<file path="config.mk">
export PLATFORM = sky130hd
export DESIGN_NAME = line_drv_guard
export DESIGN_NICKNAME = d
export VERILOG_FILES = /design/src/rtl/ldg_pkg.sv /design/src/rtl/ldg_edge_sync.sv /design/src/rtl/ldg_stuck_mon.sv /design/src/rtl/ldg_hz_merge.sv /design/src/rtl/line_drv_guard.sv
export SDC_FILE = /design/constraint.sdc
export NUM_CORES = 1
export LEC_CHECK = 0
export BUFFER_PORTS_ARGS = -buffer_cell sky130_fd_sc_hd__buf_2
export CORE_UTILIZATION = 38
export CTS_CLUSTER_DIAMETER = 50
export DETAILED_ROUTE_END_ITERATION = 8
export HOLD_SLACK_MARGIN = 0.03
export SLEW_MARGIN = 10
export SYNTH_ARGS = -nofsm -noshare
export SYNTH_HDL_FRONTEND = slang
export SYNTH_SLANG_ARGS = --single-unit
</file>
<file path="constraint.sdc">
create_clock -name clk_i -period 2.06 [get_ports clk_i]
set_input_delay 0.103 -clock clk_i [delete_from_list [all_inputs] [get_ports clk_i]]
set_output_delay 0.103 -clock clk_i [all_outputs]
set_load 0.02 [all_outputs]
</file>
<file path="src/rtl/ldg_pkg.sv">
package ldg_pkg;

    // Counter width that can hold limit+1 (saturation value)
    function automatic int unsigned cnt_bits(input int unsigned limit);
        return $clog2(limit + 2);
    endfunction

    typedef struct packed {
        logic s1;
        logic s2;
        logic s3;
    } sync_t;

endpackage

</file>
<file path="src/rtl/ldg_edge_sync.sv">
module ldg_edge_sync
    import ldg_pkg::*;
(
    input  logic clk_i,
    input  logic rst_ni,
    input  logic soft_rst_i,
    input  logic tclk_i,
    output logic edge_o
);

    sync_t st_d, st_q;

    always_comb begin
        st_d = st_q;
        if (soft_rst_i) begin
            st_d = '0;
        end else begin
            st_d.s1 = tclk_i;
            st_d.s2 = st_q.s1;
            st_d.s3 = st_q.s2;
        end
    end

    always_ff @(posedge clk_i or negedge rst_ni) begin
        if (!rst_ni) st_q <= '0;
        else         st_q <= st_d;
    end

    assign edge_o = st_q.s2 ^ st_q.s3;

endmodule

</file>
<file path="src/rtl/ldg_stuck_mon.sv">
module ldg_stuck_mon
    import ldg_pkg::*;
#(
    parameter int unsigned STUCK_LIMIT = 70
) (
    input  logic clk_i,
    input  logic rst_ni,
    input  logic soft_rst_i,
    input  logic edge_i,
    input  logic clr_i,
    output logic lost_o,
    output logic sts_o
);

    localparam int unsigned CW = cnt_bits(STUCK_LIMIT);
    localparam logic [CW-1:0] LIM = CW'(STUCK_LIMIT);
    localparam logic [CW-1:0] SAT = CW'(STUCK_LIMIT + 1);

    typedef struct packed {
        logic [CW-1:0] cnt;
        logic          lost;
        logic          sts;
    } mon_t;

    mon_t mon_d, mon_q;
    logic set_evt;

    always_comb begin
        mon_d   = mon_q;
        set_evt = 1'b0;
        if (soft_rst_i) begin
            mon_d = '0;
        end else begin
            if (edge_i) begin
                mon_d.cnt  = '0;
                mon_d.lost = 1'b0;
            end else if (mon_q.cnt != SAT) begin
                mon_d.cnt = mon_q.cnt + 1'b1;
                if (mon_q.cnt == LIM) begin
                    mon_d.lost = 1'b1;
                    set_evt    = 1'b1;
                end
            end
            // set has priority over a simultaneous clear strobe
            mon_d.sts = (mon_q.sts & ~clr_i) | set_evt;
        end
    end

    always_ff @(posedge clk_i or negedge rst_ni) begin
        if (!rst_ni) mon_q <= '0;
        else         mon_q <= mon_d;
    end

    assign lost_o = mon_q.lost;
    assign sts_o  = mon_q.sts;

endmodule

</file>
<file path="src/rtl/ldg_hz_merge.sv">
module ldg_hz_merge (
    input  logic clk_i,
    input  logic rst_ni,
    input  logic soft_rst_i,
    input  logic hz_all_i,
    input  logic hz_bit_i,
    input  logic mclk_lost_i,
    input  logic pwr_down_i,
    input  logic rlb_i,
    input  logic patt_i,
    input  logic lost_i,
    output logic drv_en_o
);

    logic hold_d, hold_q;
    logic lost_eff;

    always_comb begin
        hold_d = hold_q;
        if (soft_rst_i)     hold_d = 1'b1;
        else if (!hz_bit_i) hold_d = 1'b0;

        // transmit clock loss is ignored when timing comes from elsewhere
        lost_eff = lost_i & ~(rlb_i | patt_i);

        drv_en_o = ~(hz_all_i | mclk_lost_i | hz_bit_i | pwr_down_i |
                     hold_q | soft_rst_i | lost_eff);
    end

    always_ff @(posedge clk_i or negedge rst_ni) begin
        if (!rst_ni) hold_q <= 1'b1;
        else         hold_q <= hold_d;
    end

endmodule

</file>
<file path="src/rtl/line_drv_guard.sv">
module line_drv_guard #(
    parameter int unsigned N_CH        = 2,
    parameter int unsigned STUCK_LIMIT = 70
) (
    input  logic            clk_i,
    input  logic            rst_ni,
    input  logic            soft_rst_i,
    input  logic [N_CH-1:0] tclk_i,
    input  logic            hz_all_i,
    input  logic [N_CH-1:0] hz_bit_i,
    input  logic            mclk_lost_i,
    input  logic [N_CH-1:0] pwr_down_i,
    input  logic [N_CH-1:0] rlb_i,
    input  logic [N_CH-1:0] patt_i,
    input  logic [N_CH-1:0] irq_mask_i,
    input  logic [N_CH-1:0] irq_clr_i,
    output logic [N_CH-1:0] tclk_lost_o,
    output logic [N_CH-1:0] irq_sts_o,
    output logic [N_CH-1:0] irq_o,
    output logic [N_CH-1:0] drv_en_o
);

    logic [N_CH-1:0] edge_w;

    for (genvar c = 0; c < N_CH; c++) begin : g_ch
        ldg_edge_sync u_sync (
            .clk_i      (clk_i),
            .rst_ni     (rst_ni),
            .soft_rst_i (soft_rst_i),
            .tclk_i     (tclk_i[c]),
            .edge_o     (edge_w[c])
        );

        ldg_stuck_mon #(.STUCK_LIMIT(STUCK_LIMIT)) u_mon (
            .clk_i      (clk_i),
            .rst_ni     (rst_ni),
            .soft_rst_i (soft_rst_i),
            .edge_i     (edge_w[c]),
            .clr_i      (irq_clr_i[c]),
            .lost_o     (tclk_lost_o[c]),
            .sts_o      (irq_sts_o[c])
        );

        ldg_hz_merge u_hz (
            .clk_i       (clk_i),
            .rst_ni      (rst_ni),
            .soft_rst_i  (soft_rst_i),
            .hz_all_i    (hz_all_i),
            .hz_bit_i    (hz_bit_i[c]),
            .mclk_lost_i (mclk_lost_i),
            .pwr_down_i  (pwr_down_i[c]),
            .rlb_i       (rlb_i[c]),
            .patt_i      (patt_i[c]),
            .lost_i      (tclk_lost_o[c]),
            .drv_en_o    (drv_en_o[c])
        );
    end

    assign irq_o = irq_sts_o & ~irq_mask_i;

endmodule

</file>
; ---- Yosys cells after proc, flatten, opt, wreduce, memory -nomap -nowiden
; Cells that the tools add are included.
; W data, S select, Z words.
[word_totals]
ff_bits = 26
[classes]
n_bitwise = 29
n_reduce_logical = 6
n_mux = 22
n_eq_ne = 6
addsub = 2
[ops]
columns = op, count
row1 = $mux W8, 4
row2 = $mux W9, 2
row3 = $or A1 B1 Y1, 15
row4 = $add A7 B1 Y7 const B, 2
row5 = $eq A7 B7 Y1 const B, 2
row6 = $mux W1, 14
row7 = $ne A7 B7 Y1 const B, 2
row8 = $reduce_bool A3 Y1, 4
row9 = $mux W3, 2
row10 = $not A1 Y1, 6
row11 = $and A1 B1 Y1, 4
row12 = $ne A2 B2 Y1 const B, 2
row13 = $reduce_and A2 Y1, 2
row14 = $and A2 B2 Y2, 1
row15 = $not A2 Y2, 1
row16 = $xor A1 B1 Y1, 2

; ---- Logic depth before layout (Yosys ltp)
[logic_depth]
depth_word = 7
ltp_mapped = 5
mapped_depth_nobuf = 5

; ---- Modules after synthesis
; A second synthesis with hierarchy kept.
[hier_totals]
cells_unflattened = 122
area_unflattened_um2 = 1293.7
[modules_own_cells]
columns = module, seq_area_each_um2, cells_each, area_per_inst_um2, instances
row1 = ldg_stuck_mon, 225.2, 48, 469.2, 2
row2 = ldg_edge_sync, 75.1, 7, 102.6, 2
row3 = ldg_hz_merge, 26.3, 5, 61.3, 2
row4 = line_drv_guard, 0.0, 2, 27.5, 1

; ---- Worst setup path after synthesis
; Ideal clock, no wire load.
[synth_timing]
kind = register to register
from = register g_ch[0].u_mon.mon_q[5] (netlist name)
to = register g_ch[0].u_mon.mon_q[3] (netlist name)
synth_period_minus_slack_ps = 1494
required_time_ps = 1934
t_arrival_ps = 1368
stages_incl_launch_ff = 4
setup_ps = 126
setup_slack_ps = 566
path_cell_list = dfrtp_1 > or4b_1 > buf_2 > o311a_1
[synth_between]
elab_chain_len = 2
[synth_rtl]
columns = item, line_no
row1 = "start, declared", ldg_stuck_mon.sv:25  ; mon_t mon_d, mon_q;
row2 = "start signal, assigned", ldg_stuck_mon.sv:51  ; else mon_q <= mon_d;
row3 = $ne A7 B7 Y1, ldg_stuck_mon.sv:37  ; end else if (mon_q.cnt != SAT) begin
row4 = $reduce_bool A3 Y1 (no source line), n/a
; No other way between the ends.
; A chain may end at the register's enable or synchronous reset.

; ---- Worst setup path after layout
[layout_timing]
from = input port hz_bit_i[0]
to = output port drv_en_o[0]
[layout_between]
elab_chain_len = 6
[layout_rtl]
columns = item, line_no
row1 = "start, declared", line_drv_guard.sv:10  ; input logic [N_CH-1:0] hz_bit_i,
row2 = $or A1 B1 Y1 (3 in a row), ldg_hz_merge.sv:26  ; drv_en_o = ~(hz_all_i | mclk_lost_i | hz_bit_i | pwr_down_i |
row3 = $or A1 B1 Y1 (2 in a row), ldg_hz_merge.sv:27  ; hold_q | soft_rst_i | lost_eff);
row4 = $not A1 Y1, ldg_hz_merge.sv:26
row5 = "end, declared", line_drv_guard.sv:20  ; output logic [N_CH-1:0] drv_en_o
; No other way between the ends.

==> results.tsv <==
stage	metric	value	unit
place	gp_congestion	0.7689	
timing	skew	0.02239	ns
finish	insertedDiodeCount	0	
place	io_buffers	26	
grt	grt_overflow	0	
synthesis	syn_area_per_cell	10.00	µm²
die	num_io_pins	27	
setup_path	cp_slowest_stage_delay	0.55	ns
cts	clkLatencyLatePin	0.33	ns
synthesis	yosysMostFrequentCell	dfrtp_1	
route	drt_wl_total	2197	µm
synthesis	synth-edff-count	0	
die	die_w	59.58	µm
synthesis	synthCells	126	
grt	grt_max_degree	27	
setup_path	cp.arrival	1.59	ns
synthesis	synth_cell_types	32	
pwr	p_leak	0.0006770	µW
cts	tritoncts	done	
min_path	hold_depth	2	
timing	worst_slew_margin_rel	58.75	%
synthesis	synth-seq-area-share	51.84	%
route	ant_nets	0	
timing	fmax	0.5917	GHz
min_path	whs_endpoint	g_ch[0].u_sync.st_q[0]$_DFF_PN0_	
finish	regArea	653.1	µm²
setup_path	cp_slowest_cell	dlygate4sd3_1	
grt	grt_pass1_wl	4022	µm
synthesis	yosys.area.top_type_share	47.67	%
min_path	hold_path_class	input port to flip-flop	
route	first_pass_iters	4	
timing	rsz0062_at_grt	false	
synthesis	synth_area	1260	µm²
min_path	min-delay-start	soft_rst_i	
cts	clock_path_buffers	2	
timing	setup_viol	0	
cts	htreeDepth	1	
timing	period_needed	1.690	ns
place	dp_hpwl	1597	µm
place	postPlaceCellArea	1390	µm²
setup_path	r2r_slack	0.47	ns
die	start_util	40.60	%
job	max-cap-violations	0	
grt	grtUsageTotal	15.20	%
timing	slew_viol_final	0	
setup_path	critical_path.max_fanout	2	
cts	cts_root_buffer	clkbuf_4	
finish	final_cell_area	1503	µm²
finish	fin_util	48.43	%
setup_path	critPathCaptureType	output pin	
die	die_y	59.58	µm
finish	multi_input_area	533.0	µm²
setup_path	crit_type	input port to output pin	
timing	setup-tns-final	0	ns
die	rows	20	
timing	finalCritPeriodShare	82.04	%
setup_path	path_cells	dlygate4sd3_1, buf_2, or4_1, a21oi_1, buf_2	
route	wl_per_cell	11.10	µm
setup_path	r2r_end	g_ch[0].u_mon.mon_q[3]$_DFFE_PN0P_	
setup_path	ff2ff_path_depth	2	
cts	clk_pin_slew	0.15	ns
route	drc_errors	0	
finish	fin_nets	178	
synthesis	synth-main-ff-cell	dfrtp_1	
setup_path	crit_top_cell	buf_2	
setup_path	cpLargestDelayFamily	buffers and inverters	
synthesis	syn_nets	149	
cts	cts.sink_count	26	
pwr	power_density	646.7	nW/µm²
cts	cts_resized	0	
finish	n_fill_cell	313	
setup_path	start_kind	input port	
synthesis	synth_largest_area_cell	dfrtp_1	
timing	final_hold_viol_count	0	
synthesis	synth_common_cells	dfrtp_1, nand2_1, nor2_1, nor2b_1	
timing	timing.hold.ws	0.05330	ns
setup_path	cp.buffers_inverters	3	
timing	tightest_slew	0.6102	ns
route	dr_total_vias	965	
synthesis	ys_ff_latch	26	
die	coreArea	3103	µm²
synthesis	synthArstFlopShare	100.0	%
grt	grt_pass1_vias	974	
route	drtIter0Drc	20	
finish	syn2layout_area_growth	19.27	%
pwr	ir_worst_vdd	0.4525	mV
outcome	status	finished, final reports clean	
cts	cts_buffers	3	
synthesis	ys_top_cells_by_area	dfrtp_1, dfstp_2, ha_1	
finish	drive_gt1_share	21.43	%
setup_path	cp.required	1.96	ns
grt	antenna_found_initial	0	
die	design.die.area	3550	µm²
setup_path	reg2reg_from	g_ch[0].u_mon.mon_q[5]$_DFFE_PN0P_	
synthesis	yosys_warnings	0	
route	vias_per_cell	4.874	
-- how the worst max path moves through the flow --
| stage | from | slack [ns] | endpoint | cells after the start |
|---|---|---|---|---|
| 2_1_floorplan | g_ch[0].u_mon.mon_q[5]$_DFFE_PN0P_ | 0.57 | g_ch[0].u_mon.mon_q[3]$_DFFE_PN0P_ | 3 |
| 3_3_place_gp | g_ch[0].u_mon.mon_q[5]$_DFFE_PN0P_ | 0.53 | g_ch[0].u_mon.mon_q[3]$_DFFE_PN0P_ | 2 |
| 3_5_place_dp | g_ch[0].u_mon.mon_q[5]$_DFFE_PN0P_ | 0.49 | g_ch[0].u_mon.mon_q[3]$_DFFE_PN0P_ | 2 |
| 4_1_cts | hz_bit_i[0] | 0.40 | drv_en_o[0] | 5 |
| 5_1_grt | hz_bit_i[0] | 0.32 | drv_en_o[0] | 5 |
| 6_report | hz_bit_i[0] | 0.37 | drv_en_o[0] | 5 |
-- power breakdown --
| part | internal (µW) | switching, µW |
|---|---|---|
| registers | 529 | 14.4 |
| clock network | 197 | 148 |
| logic | 41.7 | 42.1 |
-- cell families (layout without fill, tap and decap cells) --
family,count (synthesis),after routing,share of synthesized area [%]
flip-flops,26,26,51.84
buffers and inverters,13,41,5.859
adder cells (fa/ha/maj),4,4,3.972
AO/OA/AOI/OAI,20,20,9.831
XOR/XNOR,6,6,4.171
AND/OR/NAND/NOR,57,57,24.33
-- timing repair --
action,in CTS,in global routing
buffers inserted,0,0
endpoints found under the hold margin,29,0
hold buffers,6,0
-- flip-flops by register name, summed over array words and instances, names as in the netlist --
| signal | count |
|---|---|
| g_ch.u_mon.mon_q | 14 |
| g_ch.u_sync.st_q | 6 |
| g_ch.u_hz.hold_q | 2 |
| g_ch.u_mon.lost_o | 2 |
| g_ch.u_mon.sts_o | 2 |
-- cell usage in the layout, fill, tap and decap left out, types with 2 or more instances in the layout --
cell type and n:
inv_1 5, a21oi_1 7, xor2_1 4, ha_1 4, nand2_1 11, dlygate4sd3_1 6
nor2_1 10, buf_2 26, dfstp_2 2, nor3_1 7, o21ai_1 2, xnor2_1 2
o21ai_0 4, nand3_1 6, dfrtp_1 24, or4b_1 2, nor2b_1 8, o21a_1 2
clkbuf_4 3, or3_1 5
-- cell type report --
| type | instances | area share (%) |
|---|---|---|
| tap | 44 | 3.664 |
| clock buffer | 3 | 1.499 |
| clock inverter | 1 | 1.998 |
| sequential | 26 | 43.46 |
| multi-input combinational | 87 | 35.47 |
| timing repair buffer | 32 | 12.66 |
| inverter | 5 | 1.249 |
-- per-stage QoR --
step                      power (µW)  instances  worst slack [ns]
after global routing            1018        198            0.3197
after global placement         626.8        188            0.5288
final                          971.7        198            0.3700
after detailed placement       630.3        188            0.4908
after floorplan                592.1        126            0.5658
after CTS                      985.4        198            0.3957
-- metal layers --
metal	vias up	part of all wire [%]	GRT usage [%]
met5	-	0	0
met4	0	0.86	3.987
met3	2	3.4	4.148
met2	16	52	28.73
met1	460	44	16.53
li1	487	-	-
No activity file was read; power rests on OpenSTA's default activity.
